==> src/rtl/cmdreg_pkg.sv <==
package cmdreg_pkg;
  // default geometry of the command word: 14 addr, 3 bank, 3 cmd, 8 control
  localparam int unsigned ADDR_BITS = 14;
  localparam int unsigned BANK_BITS = 3;
  localparam int unsigned CMD_BITS  = 3;
  localparam int unsigned CTL_BITS  = 8;
  localparam int unsigned WORD_BITS = ADDR_BITS + BANK_BITS + CMD_BITS + CTL_BITS;
  localparam int unsigned ERR_HOLD  = 2;

  typedef enum logic [1:0] {
    ERR_IDLE = 2'b00,
    ERR_HOLD_ST = 2'b01
  } err_state_e;
endpackage

==> src/rtl/cmdreg_stage.sv <==
module cmdreg_stage #(
  parameter int unsigned W = cmdreg_pkg::WORD_BITS,
  parameter logic [W-1:0] IDLE = '1
) (
  input  logic         clk,
  input  logic         rst_n,
  input  logic [W-1:0] d,
  input  logic         pd,
  output logic [W-1:0] q,
  output logic         pq
);
  localparam logic IDLE_PAR = ^IDLE;

  always_ff @(posedge clk) begin
    if (!rst_n) begin
      q  <= IDLE;
      pq <= IDLE_PAR;
    end else begin
      q  <= d;
      pq <= pd;
    end
  end

  AST_ONE_CYCLE_LATENCY: assert property (@(posedge clk) disable iff (!rst_n)
    rst_n |=> (q == $past(d)));
  AST_RESET_IDLE: assert property (@(posedge clk)
    !rst_n |=> (q == IDLE));
endmodule

==> src/rtl/cmdreg_parity.sv <==
module cmdreg_parity #(
  parameter int unsigned W = cmdreg_pkg::WORD_BITS
) (
  input  logic [W-1:0] word,
  input  logic         pbit,
  input  logic         en,
  output logic         bad
);
  logic [W:0] acc;

  assign acc[0] = pbit;
  for (genvar i = 0; i < W; i++) begin : g_fold
    assign acc[i+1] = acc[i] ^ word[i];
  end

  assign bad = en & acc[W];

  always_comb begin
    if (!en) AST_DISABLED_NO_FAULT: assert (!bad);
  end
endmodule

==> src/rtl/cmdreg_errhold.sv <==
module cmdreg_errhold #(
  parameter int unsigned HOLD = cmdreg_pkg::ERR_HOLD
) (
  input  logic clk,
  input  logic rst_n,
  input  logic en,
  input  logic bad,
  output logic err_n
);
  localparam int unsigned CW = $clog2(HOLD + 1);
  localparam logic [CW-1:0] LOAD = CW'(HOLD);

  logic [CW-1:0] cnt;

  always_ff @(posedge clk) begin
    if (!rst_n)          cnt <= '0;
    else if (!en)        cnt <= '0;
    else if (bad)        cnt <= LOAD;
    else if (cnt != '0)  cnt <= cnt - CW'(1);
  end

  assign err_n = (cnt == '0);

  AST_RESET_CLEARS_ERR: assert property (@(posedge clk)
    !rst_n |=> err_n);
  AST_FAULT_RAISES: assert property (@(posedge clk) disable iff (!rst_n)
    bad |=> !err_n);
  AST_ERR_HAS_CAUSE: assert property (@(posedge clk) disable iff (!rst_n)
    $fell(err_n) |-> $past(bad));
  AST_HOLD_MIN: assert property (@(posedge clk) disable iff (!rst_n)
    ($fell(err_n) && en) |=> !err_n);
  AST_STRAP_OFF_QUIET: assert property (@(posedge clk) disable iff (!rst_n)
    !en |=> err_n);
endmodule

==> src/rtl/cmdreg_top.sv <==
module cmdreg_top #(
  parameter int unsigned W = cmdreg_pkg::WORD_BITS,
  parameter int unsigned HOLD = cmdreg_pkg::ERR_HOLD,
  parameter logic [W-1:0] IDLE = '1
) (
  input  logic         clk,
  input  logic         rst_n,
  input  logic         par_en,
  input  logic [W-1:0] cmd_in,
  input  logic         par_in,
  output logic [W-1:0] cmd_out,
  output logic         err_n
);
  logic [W-1:0] word_q;
  logic         par_q;
  logic         fault;

  cmdreg_stage #(.W(W), .IDLE(IDLE)) u_stage (
    .clk(clk), .rst_n(rst_n), .d(cmd_in), .pd(par_in), .q(word_q), .pq(par_q)
  );

  cmdreg_parity #(.W(W)) u_par (
    .word(word_q), .pbit(par_q), .en(par_en), .bad(fault)
  );

  cmdreg_errhold #(.HOLD(HOLD)) u_hold (
    .clk(clk), .rst_n(rst_n), .en(par_en), .bad(fault), .err_n(err_n)
  );

  assign cmd_out = word_q;

  AST_OUT_STABLE_NO_EDGE: assert property (@(posedge clk) disable iff (!rst_n)
    rst_n |=> (cmd_out == $past(cmd_in)));
endmodule

==> config.mk <==
export PLATFORM = sky130hd
export DESIGN_NAME = cmdreg_top
export DESIGN_NICKNAME = d
export VERILOG_FILES = /design/src/rtl/cmdreg_pkg.sv /design/src/rtl/cmdreg_stage.sv /design/src/rtl/cmdreg_parity.sv /design/src/rtl/cmdreg_errhold.sv /design/src/rtl/cmdreg_top.sv
export SDC_FILE = /design/constraint.sdc
export NUM_CORES = 1
export LEC_CHECK = 0
export BUFFER_PORTS_ARGS = -buffer_cell sky130_fd_sc_hd__buf_2
export CAP_MARGIN = 20
export CORE_UTILIZATION = 35
export DETAILED_ROUTE_END_ITERATION = 7
export GPL_TIMING_DRIVEN = 0
export PLACE_DENSITY = 0.74
export SLEW_MARGIN = 15
export SYNTH_ARGS = -nofsm -noshare
export SYNTH_HDL_FRONTEND = slang
export SYNTH_SLANG_ARGS = --single-unit
==> constraint.sdc <==
create_clock -name clk -period 2.2 [get_ports clk]
set_input_delay 0 -clock clk [delete_from_list [all_inputs] [get_ports clk]]
set_output_delay 0 -clock clk [all_outputs]
set_load 0.01 [all_outputs]
## Word-level counts from Yosys, hierarchy flattened

Index checks and enable logic that the tools add are counted.

| storage, ports and cells | value |
|---|---|
| register bits | 31 |
| input port bits | 32 |
| output and inout port bits | 29 |
| logic and storage cells | 43 |

| operators by class | value |
|---|---|
| $add $sub $neg | 1 |
| multiplexer cells | 2 |
| bitwise logic cells | 31 |
| reduce and logical (&&, ||, !) cells | 5 |

Operators by type and width:

| cell | count |
|---|---|
| $xor A1 B1 Y1 | 28 |
| $mux W2 | 2 |
| $reduce_bool A2 Y1 | 2 |
| $reduce_or A3 Y1 | 1 |
| $logic_not A2 Y1 | 1 |
| $not A1 Y1 | 2 |
| $reduce_and A2 Y1 | 1 |
| $sub A2 B1 Y2 const B | 1 |
| $and A1 B1 Y1 | 1 |

## Depth between registers and ports, before layout

| logic depth | value |
|---|---|
| depth in word-level cells | 30 |
| depth in mapped cells | 5 |

## By module

Synthesis repeated with hierarchy kept, for this count alone.

| second synthesis, totals | value |
|---|---|
| cell total of the unflattened synthesis | 94 |
| area, all modules | 1131.1 um2 |

Modules (own cells, without submodules):

| module | area each (um2) | cells an instance | sequential area each (um2) | instances |
|---|---|---|---|---|
| cmdreg_stage | 785.8 | 61 | 580.6 | 1 |
| cmdreg_parity | 274.0 | 26 | 0.0 | 1 |
| cmdreg_errhold | 71.3 | 7 | 40.0 | 1 |

## Worst setup path after synthesis

No wires, ideal clock.

| timing path | value |
|---|---|
| kind | register -> register |
| from | reg u_stage.q[13] |
| to | reg u_hold.cnt[1] |
| clock period less this slack | 1.970 ns |
| path slack | 0.230 ns |
| data required time | 2.085 ns |
| arrival | 1.854 ns |
| cell stages (with the launch flop) | 6 |
| cell sequence | dfxtp_1 > xnor2_1 > xnor3_1 > xnor3_1 > xnor3_1 > o21ba_2 |

| between the ends | value |
|---|---|
| word-level cells in the longest chain between the ends | 17 |

Ends and longest elaborated chain:

| what | line | source |
|---|---|---|
| start: declaration | cmdreg_stage.sv:9 | `output logic [W-1:0] q,` |
| start signal: assignment | cmdreg_stage.sv:16 | `q <= IDLE;` |
| start signal: assignment | cmdreg_stage.sv:19 | `q <= d;` |
| $xor A1 B1 Y1 * (15 in a row) | cmdreg_parity.sv:13 | `assign acc[i+1] = acc[i] ^ word[i];` |
| $and A1 B1 Y1 * | cmdreg_parity.sv:16 | `assign bad = en & acc[W];` |
| $mux W2 / $reduce_bool A2 Y1 (equally long branches) | -- |  |
| end signal: assignment | cmdreg_errhold.sv:19 | `else if (cnt != '0) cnt <= cnt - CW'(1);` |
| end: declaration | cmdreg_errhold.sv:13 | `logic [CW-1:0] cnt;` |

Mark *: on every way between the ends. The rest lies on a longest branch, timed or not.
A chain may end at the register's enable or synchronous reset.

## Final worst setup path

| timing path | value |
|---|---|
| from | reg u_stage.q[12] |
| to | reg u_hold.cnt[0] |

| between the ends | value |
|---|---|
| word-level cells in the longest chain between the ends | 18 |

Ends and longest elaborated chain:

| what | line |
|---|---|
| $xor A1 B1 Y1 (16 in a row) | cmdreg_parity.sv:13 |
| $and A1 B1 Y1 | cmdreg_parity.sv:16 |
| $reduce_or A3 Y1 (no source line) | -- |

Every way passes these cells.

==> results.cfg <==
[timing]
rsz0062_at_grt = false
worstMarginPinSlew_ps = 470
finalHoldWorstSlack_ps = 7.53
slew_headroom = 0.687
final_max_slew_viol_count = 0
finClkSkew_ps = 9.35
min_period_over_period = 0.941
setup_viol = 0
fin_crit_ps = 2070
fin_setup_tns_ps = 0
final_hold_viol_count = 0
fmax_ghz = 0.483

[cts]
clkLatencyLatePin_ps = 330
postCtsHoldBufs = 33
cts_buffer_depth = 2
cts_max_level = 2
cts_tree = yes
cts.reportedPaths.clkPinSlew_ps = 90
cts.sinks = 31
numCtsBuffers = 5
cts_setup_buffers = 0
cts_root_buffer = clkbuf_4
cts_resized = 0

[yosys]
seq_area_frac_synth = 0.554
avgSynthCellArea_sq_um = 12.0
synth_area_sq_um = 1120
synth_cells = 93
synth-warning-count = 0
synth_seq_cells = 31
syn_nets = 125
synth_cell_types = 12

[routing]
avgViaCountPerCell = 4.03
drt_pre_antenna_iters = 4
wire_per_inst_microns = 10.4
routed_wirelength_microns = 2460
drc = 0
ant_nets = 0
route.vias.total = 955
dr.first_iter.drc_count = 28

[power]
p_leak_nw = 0.819
powerDensity_nw_per_um2 = 685
max-vdd-ir-drop_mv = 0.382

[die]
die_area_sq_um = 3430
start_util = 0.367
rows = 20
coreArea_sq_um = 3050
die_h_microns = 58.6
num_io_pins = 61
die-width_microns = 58.6

[status]
outcome = completed

[setup_path]
critPathRequiredTime_ps = 2440
end_kind = flop
worstPathArrival_ps = 2310
crit_type = flop to flop
crit_fanout = 2
critPathLaunchType = flop

[cells_and_area]
mostFrequentLayoutCells = 59 x buf_2, 33 x dlygate4sd3_1, 31 x dfxtp_1
drive_gt1_frac = 0.352
seqCellArea_sq_um = 621
nets = 224
area_growth_syn_to_layout_pct = 65.3
final_cells = 237
multiInputGateArea_sq_um = 488
antenna_cells = 0
layout_commonest_cell = buf_2
fillers = 275
post-route-util = 0.606

[global_route]
antenna_found_initial = 0
grt_use_total = 0.161
grt-ovfl-total = 0
grt_pass1_vias = 996
grt_max_degree = 11
grt_pass1_wl_microns = 3940

[place]
hpwlAfterDp_microns = 1630
place_congestion = 0.622
placed_cells = 196
port_buffers = 59

[hold_path]
worstHoldPathType = input port to flop

[run]
cap_viol_max_count = 0
-- stage by stage --
stage          area (sq um)  worst slack [ps]  power, mW
6_report               1850               130       1.27
5_1_grt                1850              27.1       1.34
4_1_cts                1850               105       1.28
3_5_place_dp           1470               163      0.932
3_3_place_gp           1470               185      0.928
2_1_floorplan          1120               230      0.849
-- power breakdown --
group | switching (mW) | internal, mW
sequential | 0.0241 | 0.599
combinational | 0.120 | 0.222
clock | 0.178 | 0.124
total | 0.322 | 0.946
-- critical path: stages, from the launching register on --
cell and delay [ps]:
dfxtp_1 320, xnor2_1 170, xnor3_1 410, xnor3_1 380, xnor3_1 440, nor4b_2 260
-- cell type report --
type	instances	area share
Buffer	3	0.00609
Multi-Input combinational cell	59	0.264
Clock buffer	7	0.0243
Tap cell	44	0.0297
Sequential cell	31	0.335
Clock inverter	1	0.00270
Timing Repair Buffer	92	0.338
-- sequential cells by signal, summed over array words and instances, names as in the netlist --
signal / cells
u_hold.cnt: 2
u_stage.pq: 1
u_stage.q: 28
-- cell usage after synthesis (all sizes together) --
cell	n	area (sq um)
clkbuf	3	11.3
nand2	1	3.75
dfxtp	31	621
o21ba	1	10.0
and2	2	12.5
nand2b	28	175
nor2	1	3.75
xnor3	3	67.6
xor2	3	26.3
nor4b	1	15.0
xnor2	19	174
-- kinds of logic after synthesis --
logic type,after synthesis,share of synthesized area
xor+xnor,25,0.239
simple gates,33,0.188
compound gates,1,0.00894
buf+inv,3,0.0101
flops,31,0.554
-- final timing paths --
check,from,to,slack (ps),depth (start not counted)
worst min register to register,u_hold.cnt[0],u_hold.cnt[0],470,1
worst min-delay path,rst_n,u_stage.q[26],8,2
worst max-delay path,u_stage.q[12],u_hold.cnt[0],130,5
worst max register to register,u_stage.q[12],u_hold.cnt[0],130,5
-- layer usage --
layer | wire, microns | vias to the layer above | global-route usage
met4 | 28 | 0 | 0.0816
li1 | - | 485 | -
met5 | 0 | - | 0
met2 | 1410 | 31 | 0.323
met1 | 909 | 436 | 0.132
met3 | 112 | 3 | 0.0615
No activity file was read; power rests on OpenSTA's default activity.
